`src/rtl/sched_pkg.sv`:
```
package sched_pkg;
  localparam int unsigned SCH_ADDR_W = 2;
  localparam int unsigned SCH_PORTS  = (1 << SCH_ADDR_W) - 1;
endpackage

```
`src/rtl/sched_hdr_check.sv`:
```
module sched_hdr_check #(
  parameter int unsigned ADDR_W    = sched_pkg::SCH_ADDR_W,
  parameter int unsigned PORT_ADDR = 1
) (
  input  logic                  req_i,
  input  logic [2*ADDR_W-1:0]   hdr_i,
  input  logic                  busy_i,
  output logic                  cand_o,
  output logic [ADDR_W-1:0]     dst_o
);
  localparam logic [ADDR_W-1:0] OWN = ADDR_W'(PORT_ADDR);

  logic [ADDR_W-1:0] src;
  logic              fmt_ok;

  assign dst_o  = hdr_i[2*ADDR_W-1:ADDR_W];
  assign src    = hdr_i[ADDR_W-1:0];
  assign fmt_ok = (src == OWN) && (dst_o != '0) && (dst_o != OWN);
  // busy: port was granted last round, its buffer is advancing
  assign cand_o = req_i && fmt_ok && !busy_i;
endmodule

```
`src/rtl/sched_dest_arb.sv`:
```
module sched_dest_arb #(
  parameter int unsigned ADDR_W    = sched_pkg::SCH_ADDR_W,
  parameter int unsigned NUM_PORTS = sched_pkg::SCH_PORTS,
  parameter int unsigned DEST_ADDR = 1
) (
  input  logic [NUM_PORTS-1:0]        cand_i,
  input  logic [NUM_PORTS*ADDR_W-1:0] dst_i,
  output logic [NUM_PORTS-1:0]        win_o,
  output logic [ADDR_W-1:0]           src_o
);
  localparam logic [ADDR_W-1:0] DEST = ADDR_W'(DEST_ADDR);

  logic [NUM_PORTS-1:0] hit;

  for (genvar p = 0; p < NUM_PORTS; p++) begin : g_hit
    assign hit[p] = cand_i[p] && (dst_i[p*ADDR_W +: ADDR_W] == DEST);
  end

  // lowest port index (lowest address) wins
  always_comb begin
    logic found;
    found = 1'b0;
    win_o = '0;
    src_o = '0;
    for (int p = 0; p < NUM_PORTS; p++) begin
      if (hit[p] && !found) begin
        win_o[p] = 1'b1;
        src_o    = ADDR_W'(p + 1);
        found    = 1'b1;
      end
    end
  end
endmodule

```
`src/rtl/dest_contention_sched.sv`:
```
module dest_contention_sched #(
  parameter int unsigned ADDR_W = sched_pkg::SCH_ADDR_W,
  localparam int unsigned NUM_PORTS = (1 << ADDR_W) - 1,
  localparam int unsigned HDR_W     = 2 * ADDR_W
) (
  input  logic                        clk_i,
  input  logic                        rst_ni,
  input  logic [NUM_PORTS-1:0]        req_i,
  input  logic [NUM_PORTS*HDR_W-1:0]  hdr_i,
  output logic [NUM_PORTS-1:0]        grant_o,
  output logic [NUM_PORTS*ADDR_W-1:0] src_sel_o,
  output logic [NUM_PORTS*ADDR_W-1:0] dst_sel_o,
  output logic [NUM_PORTS*ADDR_W-1:0] dec_src_o
);
  logic [NUM_PORTS-1:0]        grant_q, cand, win;
  logic [NUM_PORTS*ADDR_W-1:0] dst_w, dec_d, src_sel_d, dst_sel_d;
  logic [NUM_PORTS*ADDR_W-1:0] src_sel_q, dst_sel_q, dec_q;
  logic [NUM_PORTS-1:0]        win_by_dest [NUM_PORTS];

  for (genvar p = 0; p < NUM_PORTS; p++) begin : g_port
    sched_hdr_check #(.ADDR_W(ADDR_W), .PORT_ADDR(p + 1)) u_chk (
      .req_i  (req_i[p]),
      .hdr_i  (hdr_i[p*HDR_W +: HDR_W]),
      .busy_i (grant_q[p]),
      .cand_o (cand[p]),
      .dst_o  (dst_w[p*ADDR_W +: ADDR_W])
    );
  end

  for (genvar d = 0; d < NUM_PORTS; d++) begin : g_dest
    sched_dest_arb #(.ADDR_W(ADDR_W), .NUM_PORTS(NUM_PORTS), .DEST_ADDR(d + 1)) u_arb (
      .cand_i (cand),
      .dst_i  (dst_w),
      .win_o  (win_by_dest[d]),
      .src_o  (dec_d[d*ADDR_W +: ADDR_W])
    );
  end

  always_comb begin
    win = '0;
    for (int d = 0; d < NUM_PORTS; d++) win |= win_by_dest[d];
    for (int p = 0; p < NUM_PORTS; p++) begin
      src_sel_d[p*ADDR_W +: ADDR_W] = win[p] ? ADDR_W'(p + 1) : '0;
      dst_sel_d[p*ADDR_W +: ADDR_W] = win[p] ? dst_w[p*ADDR_W +: ADDR_W] : '0;
    end
  end

  always_ff @(posedge clk_i or negedge rst_ni) begin
    if (!rst_ni) begin
      grant_q   <= '0;
      src_sel_q <= '0;
      dst_sel_q <= '0;
      dec_q     <= '0;
    end else begin
      grant_q   <= win;
      src_sel_q <= src_sel_d;
      dst_sel_q <= dst_sel_d;
      dec_q     <= dec_d;
    end
  end

  assign grant_o   = grant_q;
  assign src_sel_o = src_sel_q;
  assign dst_sel_o = dst_sel_q;
  assign dec_src_o = dec_q;

  // checks on registered outputs
  logic [NUM_PORTS-1:0] dst_hit_q [NUM_PORTS];
  always_comb begin
    for (int d = 0; d < NUM_PORTS; d++)
      for (int p = 0; p < NUM_PORTS; p++)
        dst_hit_q[d][p] = grant_q[p] && (dst_sel_q[p*ADDR_W +: ADDR_W] == ADDR_W'(d + 1));
  end

  for (genvar p = 0; p < NUM_PORTS; p++) begin : g_port_chk
    assert_no_repeat_R5: assert property (@(posedge clk_i) disable iff (!rst_ni)
      grant_q[p] |=> !grant_q[p]);
    assert_invalid_no_grant_R2: assert property (@(posedge clk_i) disable iff (!rst_ni)
      !cand[p] |=> !grant_q[p]);
    assert_sel_fields_R8: assert property (@(posedge clk_i) disable iff (!rst_ni)
      grant_q[p] |-> (src_sel_q[p*ADDR_W +: ADDR_W] == ADDR_W'(p + 1))
                     && (dst_sel_q[p*ADDR_W +: ADDR_W] != '0));
    assert_idle_fields_R8: assert property (@(posedge clk_i) disable iff (!rst_ni)
      !grant_q[p] |-> (src_sel_q[p*ADDR_W +: ADDR_W] == '0)
                      && (dst_sel_q[p*ADDR_W +: ADDR_W] == '0));
    if (NUM_PORTS == 3) begin : g_fair
      assert_denied_next_R5: assert property (@(posedge clk_i) disable iff (!rst_ni)
        (cand[p] && !win[p]) ##1 (req_i[p] && (hdr_i[p*HDR_W +: HDR_W] == $past(hdr_i[p*HDR_W +: HDR_W])))
        |-> win[p]);
    end
  end

  for (genvar d = 0; d < NUM_PORTS; d++) begin : g_dest_chk
    assert_one_per_dest_R4: assert property (@(posedge clk_i) disable iff (!rst_ni)
      $onehot0(dst_hit_q[d]));
    assert_dec_match_R7: assert property (@(posedge clk_i) disable iff (!rst_ni)
      (dec_q[d*ADDR_W +: ADDR_W] != '0) |-> dst_hit_q[d][int'(dec_q[d*ADDR_W +: ADDR_W]) - 1]);
    assert_dec_idle_R7: assert property (@(posedge clk_i) disable iff (!rst_ni)
      (dec_q[d*ADDR_W +: ADDR_W] == '0) |-> (dst_hit_q[d] == '0));
  end
endmodule

```
`config.mk`:
```
export PLATFORM = sky130hd
export DESIGN_NAME = dest_contention_sched
export DESIGN_NICKNAME = d
export VERILOG_FILES = /design/src/rtl/sched_pkg.sv /design/src/rtl/sched_hdr_check.sv /design/src/rtl/sched_dest_arb.sv /design/src/rtl/dest_contention_sched.sv
export SDC_FILE = /design/constraint.sdc
export NUM_CORES = 1
export LEC_CHECK = 0
export BUFFER_PORTS_ARGS = -buffer_cell sky130_fd_sc_hd__buf_2
export CORE_MARGIN = 2
export CORE_UTILIZATION = 46
export CTS_CLUSTER_SIZE = 14
export DETAILED_ROUTE_END_ITERATION = 16
export GPL_ROUTABILITY_DRIVEN = 0
export PLACE_DENSITY = 0.83
export SLEW_MARGIN = 10
export SYNTH_ARGS = -nofsm -noshare
export SYNTH_HDL_FRONTEND = slang
export SYNTH_HIERARCHICAL = 1
export SYNTH_SLANG_ARGS = --single-unit
```
`constraint.sdc`:
```
create_clock -name clk_i -period 3.6 [get_ports clk_i]
set_input_delay 0.18 -clock clk_i [delete_from_list [all_inputs] [get_ports clk_i]]
set_output_delay 0.18 -clock clk_i [all_outputs]
set_load 0.1 [all_outputs]
```
Word level (Yosys, flattened, before mapping)
Cells that the tools add are included.
W data, S select, Z words.
{"block": "classes", "n_addsub": 0, "multipliers": 0, "n_div": 0, "n_lt_le_gt_ge": 0, "n_eq_ne": 15, "shifts": 0, "mux": 27, "n_bitwise": 2, "reduce_logical": 39}
{"op": "$logic_and A1 B1 Y1", "n": 27}
{"op": "$mux W2", "n": 11}
{"op": "$eq A2 B2 Y1 const B", "n": 8}
{"op": "$mux W1", "n": 16}
{"op": "$logic_not A1 Y1", "n": 9}
{"op": "$eq A2 B1 Y1 const B", "n": 4}
{"op": "$or A3 B3 Y3", "n": 2}
{"op": "$reduce_bool A2 Y1", "n": 3}
{"op": "$ne A2 B2 Y1 const B", "n": 2}
{"op": "$ne A2 B1 Y1 const B", "n": 1}
{"block": "word_totals", "regBits": 21, "latch_bits": 0, "mem_bits_rw": 0, "mem_bits_ro": 0, "inputBits": 17, "output_inout_bits": 21, "wordCells": 87, "memories": 0}

Longest topological paths before layout
{"block": "depth", "depth_word": 16, "mapped_depth": 6, "depth_no_buf": 5}

Hierarchy
The synthesis kept the hierarchy.
{"mod": "dest_contention_sched", "n_inst": 1, "cells_per_inst": 31, "area_per_inst_um2": 503.0, "seq_area_each_um2": 375.4}
{"mod": "sched_dest_arb (g_dest[0].u_arb ...)", "n_inst": 2, "cells_per_inst": 9, "area_per_inst_um2": 63.8, "seq_area_each_um2": 0.0}
{"mod": "sched_hdr_check (g_port[0].u_chk ...)", "n_inst": 2, "cells_per_inst": 4, "area_per_inst_um2": 27.5, "seq_area_each_um2": 0.0}
{"mod": "sched_dest_arb (g_dest[2].u_arb)", "n_inst": 1, "cells_per_inst": 9, "area_per_inst_um2": 53.8, "seq_area_each_um2": 0.0}
{"mod": "sched_hdr_check (g_port[2].u_chk)", "n_inst": 1, "cells_per_inst": 5, "area_per_inst_um2": 36.3, "seq_area_each_um2": 0.0}

Worst setup path after synthesis
Ideal clock, no wire load.
{"block": "synth_timing", "path_type": "reg2reg", "startpoint": "register grant_q[0], in the netlist grant_o[0]", "endpoint": "register grant_q[1], in the netlist grant_o[1]", "setup_ns": 0.131, "arrival_time_ns": 1.874, "path_slack_ns": 1.594, "path_stages_with_launch": 7, "n_path_buf": 1, "period_less_slack_ns": 2.006, "path_cell_list": "dfrtp_1 > nand4b_1 > nor2_1 > and3b_1 > buf_2 > nor2_1 > or3_1"}
{"element": "start, declared", "line": "dest_contention_sched.sv:15", "text": "logic [NUM_PORTS-1:0] grant_q, cand, win;"}
{"element": "start signal, assigned", "line": "dest_contention_sched.sv:55", "text": "grant_q <= win;"}

==> results.json <==
{
  "synth_area_um2": 776,
  "crit_path_start_kind": "flip-flop",
  "fill_cells": 149,
  "setup_violations": 0,
  "core_region_area_um2": 1540,
  "yosysTopAreaCell": "dfrtp_1",
  "post_cts_resized": 0,
  "hold_path_class": "in2reg",
  "drc": 0,
  "clkLatencyLatePin_ns": 0.28,
  "synth_warnings": 6,
  "fin_cells": 113,
  "synth_cell_type_count": 16,
  "drt_first_pass_iters": 2,
  "syn_area_per_cell_um2": 10.9,
  "clk_pin_slew_worst_paths_ns": 0.09,
  "grt_overflow_total": 0,
  "ff2ff_path_depth": 5,
  "first_global_vias": 514,
  "fin_tns_setup_ns": 0,
  "drt-total-wl_um": 1380,
  "initial_core_util_pct": 50.3,
  "die_w_um": 45.1,
  "layout_common_cells": "35 x buf_2, 15 x dfrtp_1, 6 x o31a_2, 6 x nor2_1",
  "die_h_um": 45.1,
  "cts_tree": "built",
  "regArea_um2": 375,
  "io_pins": 38,
  "rsz0062_at_grt": "no",
  "rows": 14,
  "clkSinkCount": 15,
  "p_leak_nw": 0.547,
  "mostFrequentLayoutCell": "buf_2",
  "ys_ff_latch": 15,
  "final_core_util_pct": 58.8,
  "place_hpwl_um": 1070,
  "fmax_mhz": 596,
  "cts_max_level": 1,
  "peakVddDrop_uv": 192,
  "end_kind": "flip-flop",
  "grtUsageTotal_pct": 15.3,
  "via_per_inst": 5.16,
  "hold_viol_final": 0,
  "antenna_cells": 0,
  "synth-seq-area-share_pct": 48.4,
  "ant_nets": 0,
  "grt_pass1_wl_um": 2240,
  "critical_path.max_fanout": 6,
  "io_buffers": 35,
  "cts_buffer_depth": 2,
  "clock_skew_ns": 0.00338,
  "wire_per_inst_um": 12.2,
  "multi_input_area_um2": 299,
  "drtIter0Drc": 4,
  "synth_cells": 71,
  "min_period_ns": 1.68,
  "arrival_ns": 1.84,
  "die_area_um2": 2030,
  "nets": 115,
  "drive_gt1_share_pct": 49.5,
  "grt_max_degree": 16,
  "power-per-cell-area_nw_per_um2": 379,
  "fin_crit_sh_pct": 46.6,
  "whs_ns": 0.154,
  "cp.required_ns": 3.76,
  "antenna_found_initial": 0,
  "drv_slew": 0,
  "drv_cap": 0,
  "via_count": 583,
  "synthTopCellsByArea": "dfrtp_1 48%, buf_4 12%, o31a_2 7.7%, and3b_1 4.5%, nor3_2 3.9%",
  "status": "finished clean",
  "yosys.area.top_type_share_pct": 48.4,
  "whs_path_depth": 2,
  "cts_buffers": 3,
  "place_inst": 108,
  "cts-root-buf": "clkbuf_4",
  "critPathKind": "reg2reg",
  "area_growth_pct": 16.9
}
-- where the power goes --
group	switching, mW	internal (mW)
registers	0.00117	0.172
clock network	0.0528	0.0412
logic	0.0607	0.0158
total	0.115	0.229
-- worst max-delay path: stages (launching register included) --
cell and delay, ns:
dfrtp_1 0.41, nand4b_1 0.17, nor2_1 0.27, and3_1 0.25
nor3_2 0.07, or3_1 0.39
-- sequential cells by signal, indices dropped and copies added (netlist names) --
signal	count
dec_src_o	6
dst_sel_o	6
grant_o	2
src_sel_o	1
-- per-layer routing --
| layer | GRT usage, % | up-vias | routed length (µm) |
|---|---|---|---|
| li1 | - | 294 | - |
| met1 | 21.4 | 263 | 651 |
| met2 | 23.1 | 26 | 617 |
| met3 | 3.60 | 0 | 107 |
| met4 | 5.29 | 0 | 0 |
| met5 | 0 | - | 0 |
-- synthesized netlist by cell type (all sizes together) --
| cell type | number |
|---|---|
| a21oi | 3 |
| and3 | 2 |
| and3b | 4 |
| buf | 15 |
| conb | 1 |
| dfrtp | 15 |
| nand3 | 2 |
| nand3b | 4 |
| nand4b | 3 |
| nor2 | 6 |
| nor3 | 3 |
| o21bai | 3 |
| o31a | 6 |
| or3 | 3 |
| xnor2 | 1 |
-- kinds of logic (layout without fill, tap and decap cells) --
group / after synthesis / count (layout) / synth area share (%)
XOR/XNOR: 1 / 1 / 1.13
buffers and inverters: 15 / 40 / 13.5
AO/OA/AOI/OAI: 12 / 12 / 12.6
flip-flops: 15 / 15 / 48.4
AND/OR/NAND/NOR: 27 / 27 / 23.9
other: 1 / 2 / 0.483
-- final timing paths --
kind                                      start                      to  slack (ns)
setup / recovery           grant_o[1]$_DFF_PN0_  src_sel_o[4]$_DFF_PN0_        1.92
hold / removal                         hdr_i[2]  dst_sel_o[0]$_DFF_PN0_        0.15
setup reg to reg           grant_o[1]$_DFF_PN0_  src_sel_o[4]$_DFF_PN0_        1.92
hold reg to reg            grant_o[1]$_DFF_PN0_  dec_src_o[1]$_DFF_PN0_        0.80
max in group asynchronous                rst_ni  dst_sel_o[3]$_DFF_PN0_        3.03
min in group asynchronous                rst_ni  dec_src_o[3]$_DFF_PN0_        0.33
-- stage by stage --
| step | power [mW] | cell area [µm²] | setup WS, ns |
|---|---|---|---|
| floorplan | 0.242 | 779 | 1.59 |
| global placement | 0.251 | 870 | 1.99 |
| detailed placement | 0.252 | 870 | 1.96 |
| CTS | 0.349 | 907 | 1.93 |
| global route | 0.362 | 907 | 1.76 |
| finish | 0.343 | 907 | 1.92 |
-- layout make-up --
type | instances | area share [%]
clock buffer | 3 | 2.48
clock inverter | 1 | 0.552
multi-input combinational | 42 | 33.0
sequential | 15 | 41.4
tap | 16 | 2.21
timing repair buffer | 36 | 20.4
-- what timing repair did --
action                                  in CTS  in global routing
hold buffers                                 1                  0
setup buffers                                0                  0
endpoints found under the hold margin       15                  0
endpoints found under the setup margin       0                  0
Note: power is estimated with default switching activity, not from simulation.
